--- src/rtl/pin_wake_ctrl.sv ---
module pin_wake_ctrl #(
  parameter int N_PINS = 8
) (
  input  logic              clk,
  input  logic              rst_n,
  input  logic [N_PINS-1:0] pin_i,
  input  logic [1:0]        reg_addr,
  input  logic              reg_we,
  input  logic [N_PINS-1:0] reg_wdata,
  output logic [N_PINS-1:0] reg_rdata,
  input  logic              port_ie,
  input  logic              global_ie,
  output logic              wake_req,
  output logic              irq
);
  localparam logic [1:0] A_EN   = 2'd0;
  localparam logic [1:0] A_SEL  = 2'd1;
  localparam logic [1:0] A_PEND = 2'd2;

  logic [N_PINS-1:0] sync1, sync2, prev;
  logic [N_PINS-1:0] en_q, sel_q, pend_q;
  logic [N_PINS-1:0] rise, fall, hit, clr;
  logic              sup_q;

  always_ff @(posedge clk or negedge rst_n) begin
    if (!rst_n) begin
      sync1 <= '0;
      sync2 <= '0;
      prev  <= '0;
    end else begin
      sync1 <= pin_i;
      sync2 <= sync1;
      prev  <= sync2;
    end
  end

  assign rise = sync2 & ~prev;
  assign fall = ~sync2 & prev;
  assign hit  = sup_q ? '0 : (en_q & ((sel_q & fall) | (~sel_q & rise)));
  assign clr  = (reg_we && reg_addr == A_PEND) ? reg_wdata : '0;

  always_ff @(posedge clk or negedge rst_n) begin
    if (!rst_n) begin
      en_q   <= '0;
      sel_q  <= '0;
      pend_q <= '0;
      sup_q  <= 1'b0;
    end else begin
      if (reg_we && reg_addr == A_EN)  en_q  <= reg_wdata;
      if (reg_we && reg_addr == A_SEL) sel_q <= reg_wdata;
      sup_q  <= reg_we && reg_addr == A_SEL;
      pend_q <= (pend_q & ~clr) | hit;
    end
  end

  always_comb begin
    case (reg_addr)
      A_EN:    reg_rdata = en_q;
      A_SEL:   reg_rdata = sel_q;
      A_PEND:  reg_rdata = pend_q;
      default: reg_rdata = '0;
    endcase
  end

  assign wake_req = |pend_q;
  assign irq      = port_ie & global_ie & wake_req;
endmodule

--- config.mk ---
export PLATFORM = sky130hd
export DESIGN_NAME = pin_wake_ctrl
export DESIGN_NICKNAME = d
export VERILOG_FILES = /design/src/rtl/pin_wake_ctrl.sv
export SDC_FILE = /design/constraint.sdc
export NUM_CORES = 1
export LEC_CHECK = 0
export BUFFER_PORTS_ARGS = -buffer_cell sky130_fd_sc_hd__buf_2
export CAP_MARGIN = 20
export CORE_ASPECT_RATIO = 1.4
export CORE_MARGIN = 2
export CORE_UTILIZATION = 61
export CTS_BUF_LIST = sky130_fd_sc_hd__clkbuf_4 sky130_fd_sc_hd__clkbuf_8
export DETAILED_ROUTE_END_ITERATION = 16
export PLACE_DENSITY = 0.95
export SLEW_MARGIN = 20
export SYNTH_ARGS = -nofsm -noshare
export SYNTH_HDL_FRONTEND = slang
export SYNTH_SLANG_ARGS = --single-unit
--- constraint.sdc ---
create_clock -name clk -period 1.8 [get_ports clk]
set_input_delay 0.18 -clock clk [delete_from_list [all_inputs] [get_ports clk]]
set_output_delay 0.18 -clock clk [all_outputs]
set_load 0.005 [all_outputs]
==> flow_results.org, run 1 <==
** Outcome
- The run finished with clean final reports.

** Clocking
- In this run the post-CTS setup repair buffer count came out at 0.
- In this run, post-CTS hold repair placed 9 buffers.
- CTS tree :: done
- At the later pin of the worst-skew pair, clock insertion delay measures roughly 300 ps.
- Post-cts sizing count :: 0
- Buffer levels on the longest clock path :: 2
- The root buffer cell chosen for the clock tree is clkbuf_8.
- Buffers inserted during clock tree synthesis total 5.
- Clock slew seen by the registers of the worst setup and hold paths :: ~90 ps
- CTS Sinks :: slightly below 50
- H-tree depth :: 2

** Logic synthesis
- After technology mapping, the gate count stands at ~140.
- Top cells by area in the synthesized netlist :: dfrtp_1, mux2_2, nand2_1, a32o_1, mux2i_1
- In this run, synthesis produced a sequential element count of 49.
- Dividing the synthesized area by the synthesized cell count gives 13.3 µm².
- Counting every net in the synthesized netlist gives 166.
- In this run the cell area of the synthesized design comes to between 1500 and 2000 µm².
- Of all cell types, the one taking the most synthesized area is dfrtp_1.
- Synthesis instantiated 18 different standard cells from the library.
- Synth Warn # :: 0
- Summing the sequential cell areas from Yosys gives between 60% and 70% of the chip area.
- Fraction of synthesized cell area taken by the top area cell type :: between 60% and 70%

** Detailed routing
- The routed layout has around 1300 vias.
- Average wire per cell in the routed design :: approximately 16 µm
- The count of nets left with antenna violations once routing finished came out at 0.
- Summed over all layers, the routed wires come to 3650 µm.
- For this run, design rule violations remaining after detail routing come to 0.
- First-pass detailed-route iteration total :: 4
- DRT iter0 DRCs :: 38
- Detail-routed via count per cell :: roughly 5.6

** Timing
- At the pin with the least slew margin, the transition time is about 590 ps.
- Number of setup violations in the final report :: 0
- Sum of negative setup slack :: 0 ps
- On the final layout, the worst clock skew is 5.47 ps.
- Unrepaired setup endpoints after global routing :: false
- The number of max-slew violations in the final report is 0.
- Final period utilization :: between 80% and 90%
- Timing would allow up to around 0.62 GHz.
- The number of hold violations in the final report is 0.
- Slew HR :: between 60 and 70%
- Minimum clock period :: around 1600 ps

** Floorplan
- The die covers 3580 µm².
- Measured along the y axis, the die boundary spans ~70 µm.
- Measured along the x axis, the die boundary spans between 50 and 60 µm.
- 33 I/O pins were placed.
- Standard cell core area :: around 3000 µm²
- For this configuration, the core starts out at a cell density of 62.6%.
- Std-Cell Rows :: 24

** Cells and area
- Fin nets :: between 200 and 250
- The sequential cells in the finished layout cover a total of between 1000 and 1500 µm².
- Fillers :: 200
- Antenna Cells :: 0
- At the end of the flow the core is filled with cells to roughly three quarters.
- Share of final-layout standard cells stronger than drive strength 1 :: approximately 31%
- Area of combinational cells with multiple inputs :: approximately 640 µm²
- Relative to the synthesized area, the layout overhead comes to 21.1%.

** Global routing
- The total overflow left after global routing is 0.
- The number of antenna violations at the first check in global routing is 0.
- Global routing consumed, over all layers together, between 20% and 30% of the routing resources.
- The via count of the first global-routing pass was around 1300.
- First-pass GRT wire length :: approximately 6000 µm
- Pin count of the biggest net entering global routing :: 50

** Power and ir drop
- In this run the power spent charging and discharging nets is 0.000643 W.
- P per Cell Area :: approximately 1100 nW/µm²
- Internal power :: about 0.0019 W
- Combinational logic burns around 14% of the power.
- Leakage :: between 1 and 1.5 nW
- Power share of the sequential group :: a little over half
- Fraction of power consumed by the clock network :: between 30 and 40%
- Across the VDD grid, the largest voltage drop is roughly 0.87 mV.
- Net switching is about a quarter of the power.

** Place
- At the end of routability-driven placement, the weighted congestion stood at 0.785.
- Once detailed placement completed, the half-perimeter wirelength came to 2420 µm.
- Port Buffer Count :: 32

** Setup path
- Kind of cell adding the most delay to the critical path :: simple AND/OR/NAND/NOR gates
- Along the worst path, the maximum fanout reaches 3.
- The setup path with the least slack is of type reg -> out.
- Buffers & Inverters on Critical Path :: 1
- Traced cell by cell, the critical path runs through nor4_1, nand2_1, and3_1, buf_2.
- Nature of the critical path endpoint :: output port
- Delay of the slowest cell on the worst path :: 410 ps
- The worst setup path is launched from a flop.
- Data arrival time of the critical path :: around 1400 ps
- CP max-delay cell :: dfrtp_1
- Worst EP required :: around 1600 ps

** Worst hold path
- Class of the tightest hold or removal check :: in -> reg

** Run
- Max-capacitance violation count :: 0
## placed cells by master (no fill, tap or decap), types with 2 or more instances in the layout
cell,count
nor4_1,2
dfrtp_1,49
o21ai_0,8
o22ai_1,8
mux2_2,16
a32o_1,8
nand2b_1,8
dlygate4sd3_1,9
mux2i_1,8
inv_1,2
buf_2,32
nand2_1,25
clkbuf_8,6
## kinds of logic (layout without fill, tap and decap cells)
| family | after synthesis | count (layout) | share of synthesized area, % |
|---|---|---|---|
| buffers and inverters | 6 | 52 | 1.78 |
| muxes | 24 | 24 | 13.7 |
| DFF | 49 | 49 | 64.6 |
| AOI/OAI and AO/OA | 24 | 24 | 8.97 |
| and+or+nand+nor | 40 | 40 | 10.9 |
## synthesized netlist by cell type
| master | count |
|---|---|
| nand2_1 | 25 |
| nor3b_4 | 1 |
| o21ai_0 | 8 |
| nand3b_2 | 1 |
| nor4_1 | 2 |
| mux2i_1 | 8 |
| buf_4 | 1 |
| inv_1 | 2 |
| buf_6 | 1 |
| mux2_2 | 16 |
| o22ai_1 | 8 |
| nor2b_1 | 1 |
| and3_1 | 1 |
| nand2b_1 | 8 |
| dfrtp_1 | 49 |
| a32o_1 | 8 |
| clkbuf_1 | 2 |
| and3b_1 | 1 |
## metrics by stage
step	total power (W)	cells	hold slack, ps	worst slack [ps]	instance area [µm²]
after CTS	0.00258	228	142	186	2300
after detailed placement	0.00178	211	290	394	2090
after global placement	0.00174	211	283	415	2090
after floorplan	0.00161	143	-116	645	1900
after global routing	0.00269	228	149	65.3	2300
final	0.00257	228	147	190	2300
## path summary, 6_finish.rpt
kind	startpoint	endpoint	slack [ps]	cells after the start
max in group asynchronous	rst_n	prev[5]	890	3
hold / removal	reg_wdata[0]	sel_q[0]	150	2
min in group asynchronous	rst_n	sync2[4]	500	3
setup reg to reg	sel_q[7]	pend_q[7]	820	3
hold reg to reg	sync1[0]	sync2[0]	350	0
setup / recovery	pend_q[3]	irq	190	4
## cell type report
type                    count  share of cell area, %
repair buffers             42                   11.2
multi-input cells          88                   27.8
well taps                  39                   2.12
clock inverters             2                   1.63
flip-flops and latches     49                   53.3
inverters                   2                  0.327
clock buffers               6                   3.59
## state kept, by name (all words and copies together), names as in the netlist
signal and cells:
sup_q 1, prev 8, en_q 8, sel_q 8, sync1 8, pend_q 8, sync2 8
## metal layers
layer | track usage [%] | vias up | share of wire (%) | routed length (µm)
li1 | - | 601 | - | -
met1 | 29.3 | 630 | 41 | 1490
met2 | 38.4 | 36 | 53 | 1930
met3 | 4.49 | 7 | 4.3 | 157
met4 | 10.8 | 0 | 1.9 | 68
met5 | 0 | - | 0 | 0
## power groups by stage
stage | combinational [W] | sequential (W) | clock (W)
floorplan | 0.000235 | 0.00138 | 0
global placement | 0.000333 | 0.00140 | 0
detailed placement | 0.000356 | 0.00142 | 0
CTS | 0.000376 | 0.00140 | 0.000806
global route | 0.000413 | 0.00143 | 0.000848
finish | 0.000373 | 0.00140 | 0.000795
No activity file was read; power rests on OpenSTA's default activity.
==> run 2, diff against run 1 <==
==> config.mk (replaced) <==
export PLATFORM = sky130hd
export DESIGN_NAME = pin_wake_ctrl
export DESIGN_NICKNAME = d
export VERILOG_FILES = /design/src/rtl/pin_wake_ctrl.sv
export SDC_FILE = /design/constraint.sdc
export NUM_CORES = 1
export LEC_CHECK = 0
export CAP_MARGIN = 20
export CORE_ASPECT_RATIO = 1.4
export CORE_MARGIN = 2
export CORE_UTILIZATION = 62
export CTS_BUF_LIST = sky130_fd_sc_hd__clkbuf_4 sky130_fd_sc_hd__clkbuf_8
export DETAILED_ROUTE_END_ITERATION = 16
export DONT_BUFFER_PORTS = 1
export PLACE_DENSITY = 0.89
export SLEW_MARGIN = 20
export SYNTH_ARGS = -nofsm -noshare
export SYNTH_HDL_FRONTEND = slang
export SYNTH_SLANG_ARGS = --single-unit
==> constraint.sdc (replaced) <==
create_clock -name clk -period 2 [get_ports clk]
set_input_delay 0.2 -clock clk [delete_from_list [all_inputs] [get_ports clk]]
set_output_delay 0.2 -clock clk [all_outputs]
set_load 0.005 [all_outputs]
==> run 2 against run 1 <==
Register-to-register slack improved by 210 ps; via count is 7.3% lower; clock power decreased by 23%; worst setup slack improved by 99 ps; sequential power down 10%; clock skew up 1.2 ps; largest power group unchanged; wire length rose by 1.7%; sequential share of layout area is 4.0 points higher; final cell count decreased by 15%; critical path type unchanged; utilization down 2.3 points; total power shrank 16%.
==> flow_results.org, run 2 (same netlist as run 1, synthesis figures left out) <==
** Worst hold path
- Worst hold start :: reg_wdata[6]
- Class of the tightest hold or removal check :: in -> reg
- Hold path cells :: 1 (-1)
- The path with the worst hold slack has its endpoint at sel_q[6].

** Place
- The number of I/O port buffers was 0 (-100%).
- Half-perimeter wire length of the detailed placement result :: 2450 µm (+1.4%)
- Placement Cell Area :: 1920 µm² (-8.1%)
- Routability-driven placement congestion ratio :: 0.738 (-6.1%)

** Detailed routing
- DRT iter0 DRCs :: 18 (-53%)
- The DRC violation count after routing was 0 (unchanged).
- The count of TritonRoute iterations in the first routing pass came to 4 (unchanged).
- The average detailed-routed wire length per instance is 19.1 µm (+20%).
- The total wirelength of the detailed-routed design came to 3710 µm (+1.7%).
- The ratio of routed vias to standard cells came to 6.09 (+8.9%).
- The via count was 1181 (-7.3%).
- Number of nets with antenna violations after routing :: 0 (unchanged)

** Timing
- Sum of negative setup slack :: 0 ps (unchanged)
- Final number of hold-violating endpoints :: 0 (unchanged)
- The tightest slew margin relative to the limit was 59.5% (-0.84 points).
- The number of max-slew violations in the final report came to 0 (unchanged).
- Final period utilization :: 85.5%
- Setup repair after global routing left no endpoint under its margin.
- Max Clock Freq :: 0.584 GHz
- The final setup violation count came to 0 (unchanged).
- Minimum clock period :: roughly 1700 ps
- Slew at the pin closest to its max-slew limit :: 606 ps (+11.4 ps)
- The clock skew after layout came to 6.68 ps (+1.21 ps).

** Power and ir drop
- Fraction of power consumed by the clock network :: 28.5% (-2.4 points)
- NetSw :: 0.000545 W (-15%)
- The combinational share of power came to 13.0% (-1.5 points).
- Internal power :: 0.00161 W (-16%)
- Switching part of the total :: 25.3% (+0.28 points)
- The highest ir drop seen on vdd is 0.720 mV (-17%).
- Power share of the sequential group :: 58.5% (+3.9 points)
- Leakage :: 0.921 nW (-12%)
- P per Cell Area :: 1010 nW/µm² (-9.8%)

** Global routing
- The global-route wire length before repair was 5950 µm (-2.8%).
- Pin count of the biggest net entering global routing :: 50 (unchanged)
- The all-layer global routing usage came to 23.4% (+0.095 points).
- The via count of the first global-routing pass came to 1262 (-5.5%).
- The overflow left after global routing is 0 (unchanged).
- Number of antenna violations at the first check in global routing :: 0 (unchanged)

** Setup path
- The delay of the slowest critical-path stage is 430 ps (+20 ps).
- The worst path arrival time was 1510 ps (+80 ps).
- The worst register-to-register path begins at sel_q[7].
- The count of cells along the worst register-to-register path is 3 (unchanged).
- Path type of the worst setup path :: reg -> out
- CP max-delay cell :: nor4_1
- STA classifies the critical path endpoint as an output port.
- The signal on the critical path passes through nor4_1, nand2_1, and3_1.
- The worst reg-to-reg setup slack is 1030 ps (+210 ps).
- The required time at the worst-slack endpoint came to 1800 ps (+180 ps).
- STA classifies the critical path startpoint as a flop.
- Worst R2R End :: pend_q[7]
- The largest fanout on the critical path came to 3 (unchanged).

** Floorplan
- The width of the chip is 50.8 µm (-0.75%).
- Number of top-level pins :: 33 (unchanged)
- Area of the die :: 3530 µm² (-1.5%)
- The initial standard-cell utilization of the core is 65.3% (+2.7 points).
- The number of rows created at floorplan is 23 (-4.2%).
- Standard cell core area :: 2910 µm² (-4.2%)
- Die Y :: 69.5 µm (-0.76%)

** Cells and area
- Fin nets :: 179 (-15%)
- From synthesis to final layout, the design area changed by 12.6%.
- The final antenna diode count was 0 (unchanged).
- The library cell used most frequently in the layout, excluding fill and tap cells, is dfrtp_1.
- The final cell area excluding filler cells was 2140 µm² (-7.0%).
- The library cells used most frequently in the layout, excluding fill and tap cells, are dfrtp_1, nand2_1, mux2_2.
- The share of post-route cells with drive strength above 1 is 17.2% (-14 points).

** Clocking
- TritonCTS built the clock tree.
- The maximum clock insertion buffer count was 2 (unchanged).
- The clock buffer count from CTS came to 5 (unchanged).
- The insertion delay to the later sink of the worst-skew pair is 300 ps (about the same).
- The clock sink total came to 49 (unchanged).
- The clock input transition at the sequential cells of the worst setup and hold paths was 80 ps (about the same).
- Clock tree synthesis selected as its root buffer the cell clkbuf_8.
- The post-cts gate resize count came to 0 (unchanged).
- H-tree depth :: 2 (unchanged)

** Run
- Max-capacitance violation count :: 0 (unchanged)

** Outcome
- Outcome :: finished, final reports clean
==> run 2: metrics by stage <==
stage	utilization [%]	total power (W)	worst slack (ps)	hold slack [ps]	instances
after detailed placement	66.0	0.00152	625	-94.6	176
after global placement	66.0	0.00148	764	-94.5	176
after global routing	73.5	0.00225	223	33.8	194
after floorplan	-	0.00145	825	-95.6	143
after CTS	73.5	0.00217	294	38.5	194
final	73.5	0.00216	289	43.9	194
==> run 2: area by class of cell <==
class                   instances  area [µm²]
flip-flops and latches         49        1230
well taps                      37        46.3
fillers                       187         769
clock inverters                 1        5.00
inverters                       2        7.51
repair buffers                 10         118
multi-input cells              88         638
clock buffers                   7        96.3
==> run 2: worst max path at each step <==
stage                     start  endpoint  slack (ps)  depth (start not counted)
floorplan           reg_addr[1]   en_q[0]         830                          3
finish                pend_q[4]       irq         290                          3
global route          pend_q[4]       irq         220                          3
global placement      pend_q[4]       irq         760                          3
detailed placement    pend_q[4]       irq         620                          3
CTS                   pend_q[4]       irq         290                          3
==> run 2: what timing repair did <==
item,in CTS,in global routing
endpoints found under the setup margin,0,0
hold endpoints to repair,57,0
hold buffers,10,0
buffers inserted,0,0
==> run 2: power by group through the flow <==
stage	Combinational, W	Clock (W)	Sequential [W]
after floorplan	0.000212	0	0.00124
after global routing	0.000308	0.000665	0.00128
after detailed placement	0.000243	0	0.00127
after CTS	0.000285	0.000631	0.00126
after global placement	0.000225	0	0.00126
final	0.000281	0.000615	0.00126
==> run 2: critical path: cells and delay by family, from the launching register on <==
kind / cells / cell delay [ps]
AND/OR/NAND/NOR: 3 / 810
flip-flops: 1 / 410
==> run 2: per-layer routing <==
layer,up-vias,GRT usage (%),routed length [µm]
met5,-,0,0
li1,536,-,-
met2,45,41.1,1940
met3,16,7.97,256
met4,0,10.5,109
met1,584,24.5,1400
